### src/rtl/scr_pkg.sv
package scr_pkg;
  localparam int SCR_TAP_A     = 14;
  localparam int SCR_TAP_B     = 17;
  localparam int SCR_RUN_LIMIT = 64;

  function automatic logic scr_mix(input logic din, input logic flip,
                                   input logic fb);
    return din ^ flip ^ fb;
  endfunction
endpackage

### src/rtl/scr_ones_guard.sv
module scr_ones_guard #(
  parameter int RUN_LIMIT = 64,
  localparam int CNT_W = $clog2(RUN_LIMIT + 1)
) (
  input  logic             clk,
  input  logic             rst,
  input  logic             step,
  input  logic             bit_in,
  input  logic             clear,
  output logic             flip,
  output logic [CNT_W-1:0] run_cnt
);
  localparam logic [CNT_W-1:0] LIMIT = CNT_W'(RUN_LIMIT);

  assign flip = (run_cnt == LIMIT);

  always_ff @(posedge clk) begin
    if (rst || clear) begin
      run_cnt <= '0;
    end else if (step) begin
      if (flip || !bit_in) run_cnt <= '0;
      else                 run_cnt <= run_cnt + 1'b1;
    end
  end
endmodule

### src/rtl/scr_history.sv
module scr_history #(
  parameter int TAP_A = 14,
  parameter int TAP_B = 17,
  localparam int DEPTH = (TAP_A > TAP_B) ? TAP_A : TAP_B
) (
  input  logic clk,
  input  logic rst,
  input  logic shift,
  input  logic new_bit,
  output logic fb
);
  logic [DEPTH-1:0] hist;

  assign fb = hist[TAP_A-1] ^ hist[TAP_B-1];

  generate
    if (DEPTH == 1) begin : g_one
      always_ff @(posedge clk) begin
        if (rst)        hist <= '0;
        else if (shift) hist <= new_bit;
      end
    end else begin : g_many
      always_ff @(posedge clk) begin
        if (rst)        hist <= '0;
        else if (shift) hist <= {hist[DEPTH-2:0], new_bit};
      end
    end
  endgenerate
endmodule

### src/rtl/scr_guard_top.sv
module scr_guard_top
  import scr_pkg::*;
#(
  parameter int TAP_A     = SCR_TAP_A,
  parameter int TAP_B     = SCR_TAP_B,
  parameter int RUN_LIMIT = SCR_RUN_LIMIT,
  localparam int CNT_W    = $clog2(RUN_LIMIT + 1)
) (
  input  logic clk,
  input  logic rst,
  input  logic bit_vld,
  input  logic bit_in,
  input  logic bypass,
  output logic out_vld,
  output logic out_bit
);
  logic             fb;
  logic             flip;
  logic             nxt_bit;
  logic [CNT_W-1:0] run_cnt;

  scr_ones_guard #(.RUN_LIMIT(RUN_LIMIT)) u_guard (
    .clk(clk), .rst(rst), .step(bit_vld), .bit_in(bit_in),
    .clear(bypass), .flip(flip), .run_cnt(run_cnt)
  );

  scr_history #(.TAP_A(TAP_A), .TAP_B(TAP_B)) u_hist (
    .clk(clk), .rst(rst), .shift(bit_vld), .new_bit(nxt_bit), .fb(fb)
  );

  always_comb begin
    if (bypass) nxt_bit = bit_in;
    else        nxt_bit = scr_mix(bit_in, flip, fb);
  end

  always_ff @(posedge clk) begin
    if (rst) begin
      out_vld <= 1'b0;
      out_bit <= 1'b0;
    end else begin
      out_vld <= bit_vld;
      if (bit_vld) out_bit <= nxt_bit;
    end
  end
endmodule

### config.mk
export PLATFORM = sky130hd
export DESIGN_NAME = scr_guard_top
export DESIGN_NICKNAME = d
export VERILOG_FILES = /design/src/rtl/scr_pkg.sv /design/src/rtl/scr_ones_guard.sv /design/src/rtl/scr_history.sv /design/src/rtl/scr_guard_top.sv
export SDC_FILE = /design/constraint.sdc
export NUM_CORES = 1
export LEC_CHECK = 0
export BUFFER_PORTS_ARGS = -buffer_cell sky130_fd_sc_hd__buf_2
export CAP_MARGIN = 20
export CORE_ASPECT_RATIO = 0.6
export CORE_UTILIZATION = 29
export DETAILED_ROUTE_END_ITERATION = 12
export GPL_TIMING_DRIVEN = 1
export SLEW_MARGIN = 25
export SYNTH_ARGS = -nofsm -noshare
export SYNTH_HDL_FRONTEND = slang
export SYNTH_SLANG_ARGS = --single-unit
export TNS_END_PERCENT = 30
### constraint.sdc
create_clock -name clk -period 2 [get_ports clk]
set_clock_uncertainty 0.15 [all_clocks]
set_input_delay 0.1 -clock clk [delete_from_list [all_inputs] [get_ports clk]]
set_output_delay 0.1 -clock clk [all_outputs]
set_load 0.01 [all_outputs]
---- Yosys cells after proc, flatten, opt, wreduce, memory -nomap -nowiden ----
Index checks and enable logic that the tools add are counted.
operators by class
  $add $sub $neg .......................... 1
  multipliers ............................. 0
  divide/modulo/power cells ............... 0
  magnitude comparators ................... 0
  equal/unequal tests ..................... 1
  shifts and indexed selects .............. 0
  mux-type cells .......................... 2
  bitwise operators ....................... 3
  reduce and logical (&&, ||, !) cells .... 3
operator list
  kind                                                            number
  7-bit by 1-bit adder with 7-bit output (second input constant)  1
  7-bit equality test (second input constant)                     1
  7-bit two-way mux                                               1
  1-bit bitwise XOR                                               3
  1-bit logical OR                                                2
  1-bit zero test                                                 1
  1-bit two-way mux                                               1
storage, ports and cells
  flip-flop bits (word level) ............. 26
  latch bits .............................. 0
  RAM bits ................................ 0
  memory bits (read-only) ................. 0
  input bits .............................. 5
  output and inout bits ................... 2
  word-level logic and storage cells ...... 14
  memories kept ........................... 0

---- Logic depth before layout (Yosys ltp) ----
Gate-level depths: netlist of run 1.
  word-level depth ........................ 4
  mapped depth ............................ 8
  mapped depth without buffers ............ 8

---- Cells and area by module ----
A second synthesis of run 1 with hierarchy kept.
unflattened totals
  cells, all modules ...................... 110
  area, all modules ....................... 1,123.6 um^2
by module, submodules not included
  module          instances  cells an instance  area each (um^2)  sequential area each (um^2)
  scr_history     1          56                 623.1             340.3
  scr_ones_guard  1          45                 417.9             140.1
  scr_guard_top   1          9                  82.6              40.0

---- Worst setup path after synthesis of run 1 ----
Ideal clock, no wire load.
  path type ............................... reg2reg
  start point ............................. register u_guard.run_cnt[0]
  end point ............................... register u_hist.hist[0]
  library setup time ...................... 0.120 ns
  arrival time ............................ 1.526 ns
  required time ........................... 1.730 ns
  slack ................................... 0.204 ns
  cell stages (with the launch flop) ...... 9
  buffers on the path ..................... 0
  clock period less this slack ............ 1.796 ns
  cells stage by stage .................... dfxtp_1 inv_1 ha_1 nor4b_1 nand3b_1 ha_1 xnor3_1 o211ai_1 a21oi_1
on the way
  longest elaborated chain between the ends .. 4
ends and longest elaborated chain
  what                             RTL line              text
  start: declaration               scr_ones_guard.sv:11  output logic [CNT_W-1:0] run_cnt
  start signal: assignment         scr_ones_guard.sv:22  else run_cnt <= run_cnt + 1'b1;
  7-bit equality test              scr_ones_guard.sv:15  assign flip = (run_cnt == LIMIT);
  1-bit bitwise XOR (2 in series)  scr_pkg.sv:8          return din ^ flip ^ fb;
  1-bit two-way mux                scr_guard_top.sv:32   if (bypass) nxt_bit = bit_in;
  end signal: assignment           scr_history.sv:25     else if (shift) hist <= {hist[DEPTH-2:0], new_bit};
  end: declaration                 scr_history.sv:12     logic [DEPTH-1:0] hist;
No other way between the ends.
A chain may end at the register's enable or synchronous reset.

---- Worst setup path after layout of run 1 ----
  start point ............................. register u_guard.run_cnt[1]
  end point ............................... register u_guard.run_cnt[2]
on the way
  longest elaborated chain between the ends .. 3
  elaborated cells on any way between the ends .. 4
  those cells by class .................... add/sub (1); eq/ne (1); mux (1); reduce/logical (1)
ends and longest elaborated chain
  what                                                                                            RTL line              text
  parallel branches: the longest is 2 deep, another holds 7-bit by 1-bit adder with 7-bit output  -
  7-bit two-way mux *                                                                             scr_ones_guard.sv:21  if (flip || !bit_in) run_cnt <= '0;
Every way passes the cells marked *.

==> metrics list, run 1 <==
- Status: completed
- The floorplan has 16 rows.
- EDFF count, synth: 0
- Sinks on the clock net: 25
- Cell chosen for the clock root: sky130_fd_sc_hd__clkbuf_8
- Measured along the x axis, the die boundary spans 78.7 um.
- Final routed DRC violation total: 0
* Layout cells sized above 1: 18.9%
- The worst path uses 94.1% of the clock period.
- Measured against its own limit, the worst slew margin works out to approximately 73%.
- TritonCTS created 3 clock buffers.
- Post-route insts no fill: about 160
* Cells after Synth: 100
* Fraction of synthesized area in multiplexers: around 17%
- The layout has about 320 filler cells.
- Area Growth Syn to Fin: 17.1%
* Worst Setup End Kind: flip-flop
* Largest delay share family, worst path: simple AND/OR/NAND/NOR gates
- For this run, the leading register cell type out of synthesis is sky130_fd_sc_hd__dfxtp_1.
- The worst-case IR drop observed on VDD is between 200 and 300 uV.
* Clock-pin slew of the registers on the worst-case setup and hold paths: 90 ps
- Largest stage delay, worst path: roughly 340 ps
- List of cells traversed by the critical path: inv_2 > ha_4 > nor4b_4 > nand3b_1 > buf_4 > ha_1 > o21ai_1 > nor2_1
- Pin count of the biggest net entering global routing: 21
- I/O pin count: 7
- The congestion estimate from routability-driven global placement came to 0.722.
- The longest clock path from root to sink contains 2 buffers.
* Dominant combinational cell family by area after synthesis: simple AND/OR/NAND/NOR gates
* Leading cell type in the layout, fill and taps excluded: sky130_fd_sc_hd__dfxtp_1
- Vert. Die Dim: between 40 and 50 um
- Count of buffers inserted at the top-level ports: 6
* Cell variety after synth: 26
* Commonest non-fill, non-tap cells in the layout: sky130_fd_sc_hd__dfxtp_1, sky130_fd_sc_hd__nor2_1, sky130_fd_sc_hd__mux2i_1
- The floorplan step defined a die boundary enclosing ~3800 um2.
- Critical path class: flip-flop to flip-flop
- Async SR Flop Fraction: 0%
* Global routing usage summed across all routing layers: 10.4%
- Initial cell density of the core: 31.0%
- Maximum fanout along the worst path: 5
* Overall Power: ~850 uW
- For the final routed database, the setup TNS stands at 0 ps.
- Summing the areas of all and, or, nand and nor instances in the mapped netlist gives between 15 and 20% of the synthesized area.
- In this run the biggest area consumer among cell types represents between 40% and 50% of the synthesized area.
- A synthesized cell averages around 10 um2.
- Setup violations remaining at the end of the flow were counted as 0.
- Mean routed wirelength per cell: 10.9 um
- Htree depth: 1
- The initial antenna violation count is 0.
* Share of the yosys chip area belonging to registers: ~49%
* Top cell type by total area after synthesis: sky130_fd_sc_hd__dfxtp_1
- Summing the areas of all fa, ha and maj instances in the mapped netlist gives 4.89% of the synthesized area.
- Synth top area cells: sky130_fd_sc_hd__dfxtp_1, sky130_fd_sc_hd__mux2i_1, sky130_fd_sc_hd__nor2_1, sky130_fd_sc_hd__ha_1, sky130_fd_sc_hd__xnor3_1
* Class of the tightest hold or removal check: primary input to flip-flop
- Final max-slew violation count: 0
- Once routing completed, OpenROAD measured the worst setup slack at about 120 ps.
- Data on the critical path is required at its endpoint by a little under 2000 ps.
* Number of buffers and inverters on the critical path: 2
* Detail Placement HPWL: 1210 um
- Worst Max-Slew Pin Slew: between 400 and 500 ps
- At the end of the flow, the number of nets in the layout was about 120.
- Number of register bits inferred by synthesis: 25
- Synth Warn #: 0
* Via count: ~710
- Once placement finished, the instance area stood at roughly 1100 um2.
* P per Cell Area: between 700 and 800 nW/um2
- Synthesized netlist net count: ~110
- CTS tree: yes
- Final antenna-violating net count: 0
* Final std cell area, no fill: 1200 um2
- For this run the aggregate overflow at the end of global routing stands at 0.
* Worst Setup Slack post-DPL: between 60 and 70 ps
* Area of the core region: between 3000 and 4000 um2
- Summing every instance area after synthesis gives a little over 1000 um2.
- STA classifies the critical path startpoint as a flip-flop.
* Via count of the first global-routing pass: 655
- Vias per std cell: ~4.5
- Crit path arrival time: about 1900 ps
* P_leak: 0.522 nW
- Number of detailed-route iterations in the first pass: 4
- Max_cap viols: 0
- The first global-routing pass estimated 2860 um of wire.
* Shortest clock period the worst path allows after layout: 1880 ps
- Synth Area in Compound Gates: between 4 and 5%
- Share of the synthesized netlist area taken by xor and xnor gates: 4.77%
* Clock latency on the worst-skew pair: around 270 ps
* Final hold vios: 0
- Post-Route WL: 1700 um
- After detailed placement, the design holds a cell count of roughly 150.
- The slowest stage of the critical path belongs to the cell sky130_fd_sc_hd__o21ai_1.
- Maximum clock frequency: 531 MHz
- The first routing iteration left 31 violations.
- The repair_antennas step left the layout with diodes totalling 0.
==> per-layer routing <==
layer	GRT usage (%)	wire [um]
met2	16.7	719
met1	12.6	879
met5	0	0
met4	3.33	12
met3	5.14	86
==> sequential cells by signal, summed over array words and instances, names as in the netlist <==
name	count
u_guard.run_cnt	7
out_vld	1
u_hist.hist	17
==> what timing repair did <==
action,CTS,global route
setup buffers,0,2
gates resized for setup,0,8
hold buffers,1,0
endpoints found under the hold margin,1,0
setup endpoints to repair,0,6
==> worst paths after layout <==
check                       end  cells past startpoint  slack [ps]          startpoint
max          u_guard.run_cnt[2]                      8         120  u_guard.run_cnt[1]
min             u_hist.hist[14]                      2          60                 rst
max reg2reg  u_guard.run_cnt[2]                      8         120  u_guard.run_cnt[1]
min reg2reg      u_hist.hist[7]                      2         350      u_hist.hist[6]
==> cells by family (layout without fill, tap and decap cells) <==
logic type,Yosys count,count (layout)
and+or+nand+nor,35,35
buffers and inverters,7,18
AOI/OAI and AO/OA,8,8
adders and majority gates,4,4
muxes,17,17
xor gates and xnor gates,4,4
DFF,25,25
==> metrics by stage <==
step	utilization, %	hold WS, ps
2_1_floorplan	-	29.3
3_3_place_gp	33.2	182
3_5_place_dp	33.2	187
4_1_cts	34.9	63.2
5_1_grt	36.3	56.5
6_report	36.3	56.1
==> cell type report <==
type                    count  area, um2  area share, %
well taps                  45       56.3           4.70
clock buffers               3       41.3           3.44
repair buffers             11       70.1           5.85
flip-flops and latches     25        503           42.0
multi-input cells          68        512           42.7
inverters                   3       11.3          0.939
clock inverters             1       5.00          0.418
==> where the power goes <==
part           switching (mW)  leakage, nW  internal, mW
Sequential            0.00275        0.203         0.502
Combinational          0.0303        0.293        0.0234
Clock                   0.156       0.0255         0.139
Total                   0.189        0.522         0.664
==> synthesized netlist by cell type, types with 2 or more instances <==
master,n
sky130_fd_sc_hd__nor2_1,22
sky130_fd_sc_hd__nor3_1,2
sky130_fd_sc_hd__nand2_1,3
sky130_fd_sc_hd__mux2i_1,17
sky130_fd_sc_hd__dfxtp_1,25
sky130_fd_sc_hd__a21oi_1,3
sky130_fd_sc_hd__inv_1,3
sky130_fd_sc_hd__ha_1,4
sky130_fd_sc_hd__and4_1,2
sky130_fd_sc_hd__xor2_1,2
sky130_fd_sc_hd__o21ai_0,2
Note: power is estimated with default switching activity, not from simulation.
==> run 2, diff against run 1 <==
==> constraint.sdc (replaced) <==
create_clock -name clk -period 1.65 [get_ports clk]
set_clock_uncertainty 0.15 [all_clocks]
set_input_delay 0.2475 -clock clk [delete_from_list [all_inputs] [get_ports clk]]
set_output_delay 0.2475 -clock clk [all_outputs]
set_load 0.01 [all_outputs]
==> metrics list, run 2 (same netlist as run 1, synthesis figures left out) <==
- Status: finished, violations left
- The checks that failed: setup timing.
- Maximum clock frequency: 542 MHz
- The detail route stage leaves a number of antenna-violating nets equal to 0.
- Timing analysis after detailed placement gives a worst setup slack of -222 ps.
- Vias per std cell: between 4 and 5
- In the final design database the tool counted about 130 nets.
- Die Footprint: approximately 3800 um2
- # fillers: around 350
* Final hold vios: 0
- Summed over all nets, the switching power comes to 225 uW.
- For this run, design rule violations remaining after detail routing come to 0.
- The number of global-route vias before repair was between 600 and 700.
* Number of DRC violations after detailed-routing iteration 0: 27
- The repair_antennas step left the layout with diodes totalling 0.
* Unrepaired setup endpoints after global routing: yes
- The cell sitting at the root of the clock tree is a sky130_fd_sc_hd__clkbuf_8.
* Pin count of the biggest net entering global routing: 20
- Max reg flops: 17
- Worst ir drop on vdd: around 270 uV
- Total CTS buffers: 3
- The routed layout has 696 vias.
* Die boundary width: approximately 79 um
* I/O pin count: 7
- Data on the critical path arrives at its endpoint at about 1900 ps.
* Vert. Die Dim: around 48 um
* Area Growth Syn to Fin: 20.0%
- In the finished design, the share of the clock period the worst path needs comes to 112%.
- P per Cell Area: about 840 nW/um2
- Initial cell density of the core: a little over 30%
- Htree depth: 1
* Overall overflow remaining after global route: 0
* Overall Power: a little over 1 mW
- CTS tree: yes
- In this run switching power makes up 21.8% of total power.
* Rel. slew slack: 84.2%
- Bufs on Longest Clock Path: 2
* Registers with the most flip-flops: u_hist.hist x17, u_guard.run_cnt x7, out_vld x1
- For this run, the detailed router's first-pass iteration total came to 4.
* Layout cells sized above 1: between 20% and 30%
* Sinks on the clock net: 25
- The library cell used most frequently in the layout, excluding fill and tap cells, is sky130_fd_sc_hd__dfxtp_1.
- After clock tree synthesis, the clock-pin slew on the worst setup and hold paths is 90 ps.
* Number of antenna violations at the first check in global routing: 0
- Final max-slew violation count: 0
- Rows: 16
- Area of the core region: ~3300 um2
* Mean routed wirelength per cell: around 10 um
- Final hold analysis gives a worst-case slack of 38.5 ps.
* Worst Max-Slew Pin Slew: ~240 ps
- The HPWL after detailed placement is approximately 1300 um.
* Global routing usage summed across all routing layers: approximately a tenth
* Nature of the critical path startpoint: flip-flop
- Registers take 503 um2.
* Clock latency on the worst-skew pair: ~270 ps
* Portion of total power attributed to the clock network: between 30% and 40%
* P_leak: approximately 0.54 nW
* Class of the tightest hold or removal check: primary input to flip-flop
- In the final layout, the multi-input gates occupy around 510 um2.
* Count of buffers inserted at the top-level ports: 6
- Final worst-path setup slack: -195 ps
- After clock tree synthesis, the flow added hold-fix buffers numbering 0.
- Sequential cells account for between 50% and 60% of the total power.
- Setup-failing EPs final: 6
- The tool flagged a number of max-cap violations equal to 0.
* Critical path class: flip-flop to flip-flop
* Commonest non-fill, non-tap cells in the layout: sky130_fd_sc_hd__dfxtp_1, sky130_fd_sc_hd__nor2_1, sky130_fd_sc_hd__mux2i_1
- For this block, the routed nets add up to 1680 um of wire.
- Data on the critical path is required at its endpoint by 1660 ps.
* Worst Setup End Kind: flip-flop
- Weighted congestion at the end of routability-driven global placement: 0.740
* Maximum fanout along the worst path: 2
* P_int: 807 uW
* Global-route wire length before repair: 2840 um
* Combinational power share: around 6.5%
- Most flop-heavy register: u_hist.hist
* Shortest clock period the worst path allows after layout: between 1500 and 2000 ps
==> run 2: cell types whose count changed in the layout (fill, tap and decap cells not counted) <==
cell and change:
sky130_fd_sc_hd__buf_4 +5, sky130_fd_sc_hd__dlygate4sd3_1 -1, sky130_fd_sc_hd__ha_1 -1, sky130_fd_sc_hd__ha_2 +1
==> run 2: worst paths after layout <==
| kind | start | end | slack [ps] | cells after the start |
|---|---|---|---|---|
| worst max-delay path | u_guard.run_cnt[1] | u_hist.hist[0] | -190 | 8 |
| worst min-delay path | bypass | u_guard.run_cnt[0] | 40 | 2 |
| worst max register to register | u_guard.run_cnt[1] | u_hist.hist[0] | -190 | 8 |
| worst min register to register | u_hist.hist[6] | u_hist.hist[6] | 350 | 2 |
==> run 2: what timing repair did <==
item,in CTS,in global routing
pin swaps,8,3
gates resized for setup,8,0
setup endpoints to repair,6,7
endpoints found under the hold margin,0,0
buffers inserted,0,0
==> run 2: cell type report <==
type                            instances  area share [%]
Multi-Input combinational cell         68            41.9
Sequential cell                        25            40.9
Timing Repair Buffer                   15            7.94
Tap cell                               45            4.58
Clock buffer                            3            3.36
Inverter                                3           0.916
Clock inverter                          1           0.407
==> run 2: critical path, stage by stage, from the launching register on <==
cell	delay (ps)
sky130_fd_sc_hd__dfxtp_2	330
sky130_fd_sc_hd__inv_2	60
sky130_fd_sc_hd__ha_4	120
sky130_fd_sc_hd__nor4b_4	170
sky130_fd_sc_hd__nand3b_1	130
sky130_fd_sc_hd__ha_1	310
sky130_fd_sc_hd__xnor3_1	220
sky130_fd_sc_hd__o211ai_1	170
sky130_fd_sc_hd__a21oi_1	80
==> run 2: metrics by stage <==
stage / cell area [um2] / setup TNS (ps) / util (%) / cells
global route: 1230 / -1080 / 37.2 / 160
detailed placement: 1160 / -464 / 35.0 / 156
CTS: 1230 / -287 / 37.2 / 160
floorplan: 1030 / -95.8 / - / 100
global placement: 1160 / -124 / 35.0 / 156
finish: 1230 / -247 / 37.2 / 160
==> run 2: power groups by stage <==
stage / clock network, mW / registers [mW] / logic [mW]
floorplan: 0 / 0.627 / 0.0436
global placement: 0 / 0.625 / 0.0643
detailed placement: 0 / 0.625 / 0.0660
CTS: 0.366 / 0.611 / 0.0684
global route: 0.394 / 0.612 / 0.0748
finish: 0.353 / 0.611 / 0.0676
==> run 2: routing by layer <==
layer | wire (um) | track usage [%]
met5 | 0 | 0
met4 | 10 | 2.22
met3 | 83 | 5.33
met2 | 669 | 14.1
met1 | 915 | 13.7
